===== config.mk =====
export PLATFORM = sky130hd
export DESIGN_NAME = dual_bus_alu_dp
export DESIGN_NICKNAME = d
export VERILOG_FILES = /design/src/rtl/dbd_pkg.sv /design/src/rtl/dbd_alu.sv /design/src/rtl/dbd_regfile.sv /design/src/rtl/dbd_ctrl.sv /design/src/rtl/dual_bus_alu_dp.sv
export SDC_FILE = /design/constraint.sdc
export NUM_CORES = 1
export LEC_CHECK = 0
export BUFFER_PORTS_ARGS = -buffer_cell sky130_fd_sc_hd__buf_2
export CORE_ASPECT_RATIO = 0.9
export CORE_MARGIN = 2
export CORE_UTILIZATION = 50
export CTS_CLUSTER_DIAMETER = 80
export DETAILED_ROUTE_END_ITERATION = 12
export GPL_ROUTABILITY_DRIVEN = 0
export PLACE_DENSITY = 0.68
export SLEW_MARGIN = 20
export SYNTH_ARGS = -nofsm -noshare
export SYNTH_HDL_FRONTEND = slang
export SYNTH_SLANG_ARGS = --single-unit

===== constraint.sdc =====
create_clock -name clk_i -period 10.84 [get_ports clk_i]
set_clock_uncertainty 0.15 [all_clocks]
set_input_delay 2.168 -clock clk_i [delete_from_list [all_inputs] [get_ports clk_i]]
set_output_delay 2.168 -clock clk_i [all_outputs]
set_load 0.01 [all_outputs]

===== src/rtl/dbd_pkg.sv =====
package dbd_pkg;
  typedef enum logic [3:0] {
    OP_ADD  = 4'd0,
    OP_SUB  = 4'd1,
    OP_AND  = 4'd2,
    OP_OR   = 4'd3,
    OP_XOR  = 4'd4,
    OP_NOTA = 4'd5,
    OP_PASA = 4'd6,
    OP_PASB = 4'd7,
    OP_SHL  = 4'd8,
    OP_SHR  = 4'd9,
    OP_INC  = 4'd10,
    OP_DEC  = 4'd11,
    OP_NOR  = 4'd12,
    OP_SLTU = 4'd13,
    OP_ASR  = 4'd14,
    OP_ZERO = 4'd15
  } alu_op_e;

  typedef enum logic [1:0] {
    PH_IDLE = 2'd0,
    PH_OPER = 2'd1,
    PH_WB   = 2'd2
  } phase_e;
endpackage


===== src/rtl/dbd_alu.sv =====
module dbd_alu
  import dbd_pkg::*;
#(
  parameter int unsigned DATA_W = 16
) (
  input  logic [DATA_W-1:0] a_i,
  input  logic [DATA_W-1:0] b_i,
  input  alu_op_e           op_i,
  output logic [DATA_W-1:0] y_o
);
  localparam logic [DATA_W-1:0] ONE = DATA_W'(1);

  always_comb begin
    unique case (op_i)
      OP_ADD:  y_o = a_i + b_i;
      OP_SUB:  y_o = a_i - b_i;
      OP_AND:  y_o = a_i & b_i;
      OP_OR:   y_o = a_i | b_i;
      OP_XOR:  y_o = a_i ^ b_i;
      OP_NOTA: y_o = ~a_i;
      OP_PASA: y_o = a_i;
      OP_PASB: y_o = b_i;
      OP_SHL:  y_o = {a_i[DATA_W-2:0], 1'b0};
      OP_SHR:  y_o = {1'b0, a_i[DATA_W-1:1]};
      OP_INC:  y_o = a_i + ONE;
      OP_DEC:  y_o = a_i - ONE;
      OP_NOR:  y_o = ~(a_i | b_i);
      OP_SLTU: y_o = (a_i < b_i) ? ONE : '0;
      OP_ASR:  y_o = {a_i[DATA_W-1], a_i[DATA_W-1:1]};
      default: y_o = '0;
    endcase
  end
endmodule


===== src/rtl/dbd_regfile.sv =====
module dbd_regfile #(
  parameter int unsigned DATA_W   = 16,
  parameter int unsigned NUM_REGS = 8,
  localparam int unsigned IDX_W   = $clog2(NUM_REGS)
) (
  input  logic              clk_i,
  input  logic              rst_ni,
  input  logic              we_i,
  input  logic [IDX_W-1:0]  widx_i,
  input  logic [DATA_W-1:0] wdata_i,
  input  logic [IDX_W-1:0]  ridx_a_i,
  input  logic [IDX_W-1:0]  ridx_b_i,
  output logic [DATA_W-1:0] rdata_a_o,
  output logic [DATA_W-1:0] rdata_b_o
);
  logic [DATA_W-1:0] regs_q [NUM_REGS];

  for (genvar g = 0; g < NUM_REGS; g++) begin : g_reg
    always_ff @(posedge clk_i or negedge rst_ni) begin
      if (!rst_ni) regs_q[g] <= '0;
      else if (we_i && (widx_i == IDX_W'(g))) regs_q[g] <= wdata_i;
    end
  end

  assign rdata_a_o = regs_q[ridx_a_i];
  assign rdata_b_o = regs_q[ridx_b_i];
endmodule


===== src/rtl/dbd_ctrl.sv =====
module dbd_ctrl
  import dbd_pkg::*;
#(
  parameter int unsigned IDX_W = 3
) (
  input  logic             clk_i,
  input  logic             rst_ni,
  input  logic             start_i,
  input  logic [IDX_W-1:0] src_a_i,
  input  logic [IDX_W-1:0] src_b_i,
  input  logic [IDX_W-1:0] dst_i,
  input  logic [3:0]       func_i,
  output phase_e           phase_o,
  output logic [IDX_W-1:0] src_a_o,
  output logic [IDX_W-1:0] src_b_o,
  output logic [IDX_W-1:0] dst_o,
  output alu_op_e          op_o
);
  phase_e phase_q, phase_d;
  logic   accept;

  assign accept = start_i && (phase_q == PH_IDLE);

  always_comb begin
    phase_d = phase_q;
    unique case (phase_q)
      PH_IDLE: if (start_i) phase_d = PH_OPER;
      PH_OPER: phase_d = PH_WB;
      PH_WB:   phase_d = PH_IDLE;
      default: phase_d = PH_IDLE;
    endcase
  end

  always_ff @(posedge clk_i or negedge rst_ni) begin
    if (!rst_ni) begin
      phase_q <= PH_IDLE;
      src_a_o <= '0;
      src_b_o <= '0;
      dst_o   <= '0;
      op_o    <= OP_ADD;
    end else begin
      phase_q <= phase_d;
      if (accept) begin
        src_a_o <= src_a_i;
        src_b_o <= src_b_i;
        dst_o   <= dst_i;
        op_o    <= alu_op_e'(func_i);
      end
    end
  end

  assign phase_o = phase_q;
endmodule


===== src/rtl/dual_bus_alu_dp.sv =====
module dual_bus_alu_dp
  import dbd_pkg::*;
#(
  parameter int unsigned DATA_W   = 16,
  parameter int unsigned NUM_REGS = 8,
  localparam int unsigned IDX_W   = $clog2(NUM_REGS)
) (
  input  logic              clk_i,
  input  logic              rst_ni,
  input  logic              start_i,
  input  logic [IDX_W-1:0]  src_a_i,
  input  logic [IDX_W-1:0]  src_b_i,
  input  logic [IDX_W-1:0]  dst_i,
  input  logic [3:0]        func_i,
  input  logic              ld_en_i,
  input  logic [IDX_W-1:0]  ld_idx_i,
  input  logic [DATA_W-1:0] ld_data_i,
  output logic              busy_o,
  output logic              done_o,
  output logic [DATA_W-1:0] bus_a_o,
  output logic [DATA_W-1:0] bus_b_o
);
  phase_e            phase;
  logic [IDX_W-1:0]  src_a, src_b, dst;
  alu_op_e           op;
  logic [DATA_W-1:0] rd_a, rd_b, alu_y, res_q;
  logic              in_oper, in_wb, in_idle;
  logic              rf_we;
  logic [IDX_W-1:0]  rf_widx;
  logic [DATA_W-1:0] rf_wdata;

  dbd_ctrl #(.IDX_W(IDX_W)) u_ctrl (
    .clk_i   (clk_i),
    .rst_ni  (rst_ni),
    .start_i (start_i),
    .src_a_i (src_a_i),
    .src_b_i (src_b_i),
    .dst_i   (dst_i),
    .func_i  (func_i),
    .phase_o (phase),
    .src_a_o (src_a),
    .src_b_o (src_b),
    .dst_o   (dst),
    .op_o    (op)
  );

  assign in_idle = (phase == PH_IDLE);
  assign in_oper = (phase == PH_OPER);
  assign in_wb   = (phase == PH_WB);

  // Two buses: operands share the operand cycle, result rides bus A in writeback
  always_comb begin
    bus_a_o = '0;
    bus_b_o = '0;
    if (in_oper) begin
      bus_a_o = rd_a;
      bus_b_o = rd_b;
    end else if (in_wb) begin
      bus_a_o = res_q;
    end
  end

  dbd_alu #(.DATA_W(DATA_W)) u_alu (
    .a_i  (bus_a_o),
    .b_i  (bus_b_o),
    .op_i (op),
    .y_o  (alu_y)
  );

  // Result register: no bus is free in the operand cycle
  always_ff @(posedge clk_i or negedge rst_ni) begin
    if (!rst_ni)      res_q <= '0;
    else if (in_oper) res_q <= alu_y;
  end

  assign rf_we    = in_wb || (in_idle && ld_en_i);
  assign rf_widx  = in_wb ? dst : ld_idx_i;
  assign rf_wdata = in_wb ? bus_a_o : ld_data_i;

  dbd_regfile #(.DATA_W(DATA_W), .NUM_REGS(NUM_REGS)) u_rf (
    .clk_i     (clk_i),
    .rst_ni    (rst_ni),
    .we_i      (rf_we),
    .widx_i    (rf_widx),
    .wdata_i   (rf_wdata),
    .ridx_a_i  (src_a),
    .ridx_b_i  (src_b),
    .rdata_a_o (rd_a),
    .rdata_b_o (rd_b)
  );

  assign busy_o = !in_idle;
  assign done_o = in_wb;
endmodule


==> impl_metrics.yaml <==
grt:
  antenna_found_initial: 0
  grt_pass1_vias: 9351
  grt_use_total: 0.293
  grt_pass1_wl_mm: 53.6
  gr-total-overflow: 0
  grt_start_max_net_pins: 106
finish:
  drive_above_1_share: 0.190
  area_delta_synth_final_pct: 10.5
  register_area_um2: 3980
  multi_input_area_um2: 6830
  final_area_um2: 12500
  nFillCells: 1988
  nNetsFinal: 1327
  diodes: 0
cts:
  cts_setup_buffers: 0
  insertion_delay_ns: 0.43
  path_clk_slew_ns: 0.06
  cts-root-buf: "clkbuf_16"
  cts_sinks: 159
  cts_buffer_depth: 2
  htreeDepth: 4
  cts_inserted_buffers: 17
  tritoncts: "yes"
  cts_resized: 0
  cts_hold_buffers: 0
place:
  port_buffers: 69
  place_area_um2: 11900
  pre_cts_slack_ns: 5.42
  dp_hpwl_mm: 23.0
detailed_routing:
  num_vias: 9690
  wire_per_inst_um: 22.4
  drt_iter0_drc: 1087
  drc: 0
  wl_mm: 34.4
  drtAntennaViolNets: 0
  viasPerCell: 6.31
  drt-pass1-iter-count: 7
timing:
  finalCritPeriodShare: 0.524
  hold_viol: 0
  finalWorstPathRequiredPeriod_ns: 5.68
  fin_tns_setup_ns: 0
  finalMaxSlewViolations: 0
  worst_slew_pin_slew_ns: 1.17
  max_freq_mhz: 176
  setup_viol: 0
  slew_headroom: 0.214
  worst_slack_ns: 5.16
  grt_setup_unrepaired: "no"
floorplan:
  die_x_um: 162
  die_h_um: 147
  initial_core_util: 0.507
  io_pins: 70
  core_region_area_um2: 22300
  rows: 52
  dieArea_um2: 23800
setup_path:
  cp-start-kind: "flip-flop"
  end_kind: "flip-flop"
  arrival_ns: 5.86
  required_ns: 11.03
  cp_max_fo: 14
  crit_type: "flip-flop to flip-flop"
logic_synthesis:
  yosysWarnings: 0
  synthSimpleGateAreaFrac: 0.129
  synth_edf_count: 0
  synth_seq_cells: 159
  yosysUniqueCellTypes: 66
  yosysMostFrequentCell: "dfrtp_1"
  synthTopCellsByCount: "159 x dfrtp_1, 158 x nand2_1, 133 x o21ai_0"
  synth_nets: 1292
  synthFlopType: "dfrtp_1"
  synth_mux_area_frac: 0.183
  synth_top_area_cell: "dfrtp_1"
  synthTopCellsByArea: "dfrtp_1 35%, mux4_2 12%, ha_1 7.1%, o21ai_0 5.9%, nand2_1 5.2%"
  syn_avg_cell_area_um2: 9.50
  synth_compound_area_frac: 0.192
  synthArstFlopShare: 1.00
  syn-cell-area_um2: 11300
  yosys.area_share.adder: 0.0744
  synth-xor-area-share: 0.0225
  synthCells: 1190
  synth_top_area_frac: 0.352
  yosysSeqAreaShare: 0.352
  synth_top_family_by_area: "compound AO/OA/AOI/OAI gates"
min_path:
  holdCritPathClass: "flip-flop to flip-flop"
status:
  outcome: "finished, final reports clean"
pwr:
  p_leak_nw: 5.55
  ir_worst_vdd_uv: 205
  powerDensity_nw_per_um2: 319
run:
  drv_cap: 0
==> sequential cells by signal, summed over array words and instances, names as in the netlist <==
signal / count
res_q: 16
u_ctrl.dst_o: 3
u_ctrl.op_o: 4
u_ctrl.phase_o: 2
u_ctrl.src_a_o: 3
u_ctrl.src_b_o: 3
u_rf.regs_q: 128
==> per-stage QoR <==
| step | power (mW) | std cells | hold WS (ns) | utilization |
|---|---|---|---|---|
| CTS | 3.94 | 1535 | 0.354 | 0.560 |
| global route | 4.26 | 1535 | 0.377 | 0.560 |
| floorplan | 2.77 | 1190 | 0.308 | - |
| global placement | 3.29 | 1503 | 0.324 | 0.534 |
| detailed placement | 3.34 | 1503 | 0.337 | 0.534 |
| finish | 3.99 | 1535 | 0.351 | 0.560 |
==> power breakdown <==
part           switching (mW)  leakage (nW)  internal [mW]  total [mW]
logic                    1.26          3.32           1.03        2.29
registers               0.238          1.96          0.872        1.11
clock network           0.258         0.271          0.326       0.584
total                    1.76          5.55           2.23        3.99
==> placed cells by master, fill, tap and decap left out, types with 7 or more instances in the layout <==
| cell | instances |
|---|---|
| mux2i_1 | 49 |
| o21ai_1 | 20 |
| mux4_2 | 62 |
| nor2_1 | 91 |
| o21ai_0 | 133 |
| xnor2_1 | 23 |
| a22oi_2 | 7 |
| dfrtp_1 | 157 |
| clkbuf_16 | 17 |
| o211ai_1 | 7 |
| or3_1 | 8 |
| buf_4 | 27 |
| nand3_1 | 9 |
| buf_2 | 68 |
| mux2_2 | 11 |
| a31oi_1 | 10 |
| nor3_1 | 13 |
| ha_1 | 64 |
| nand2b_1 | 11 |
| a221oi_1 | 23 |
| inv_1 | 45 |
| nand2_1 | 155 |
| a21o_1 | 17 |
| a21oi_1 | 86 |
==> final timing paths <==
path | start | end | slack [ns] | cells past startpoint
setup / recovery | u_ctrl.phase_o[0] | res_q[14] | 5.16 | 15
hold / removal | u_rf.regs_q[95] | u_rf.regs_q[95] | 0.35 | 2
setup reg to reg | u_ctrl.phase_o[0] | res_q[14] | 5.16 | 15
hold reg to reg | u_rf.regs_q[95] | u_rf.regs_q[95] | 0.35 | 2
max in group asynchronous | rst_ni | u_rf.regs_q[3] | 7.48 | 2
min in group asynchronous | rst_ni | u_rf.regs_q[111] | 1.69 | 1
==> area by class of cell <==
cell class | count | share of cell area
Timing Repair Buffer | 96 | 0.0444
Inverter | 49 | 0.0147
Multi-Input combinational cell | 902 | 0.547
Clock buffer | 18 | 0.0351
Tap cell | 297 | 0.0297
Clock inverter | 14 | 0.0107
Sequential cell | 159 | 0.319
==> worst max-delay path, stage by stage (launching register included) <==
cell and delay, ns:
dfrtp_1 0.51, and3b_1 0.91, a22o_1 0.60, ha_1 0.29
inv_1 0.06, fa_1 0.43, inv_1 0.09, o21ai_0 0.08
a21oi_1 0.32, o21ai_0 0.20, a21oi_1 0.36, o21ai_1 0.19
o41ai_1 0.74, mux2i_1 0.16, or3_1 0.36, o211ai_1 0.10
==> cells by family after synthesis <==
| logic type | count (synthesis) |
|---|---|
| xor gates and xnor gates | 29 |
| DFF | 159 |
| buffers and inverters | 129 |
| AOI/OAI and AO/OA | 353 |
| muxes | 124 |
| and+or+nand+nor | 330 |
| adders and majority gates | 66 |
==> metal layers <==
metal / share of wire / track usage / vias to the layer above / wire [um]
met5: 0 / 0 / - / 0
met4: 0.017 / 0.0752 / 0 / 601
met3: 0.092 / 0.0614 / 59 / 3150
met2: 0.46 / 0.445 / 504 / 15700
met1: 0.43 / 0.431 / 4699 / 15000
li1: - / - / 4428 / -
Power figures use the tool's default switching activity.
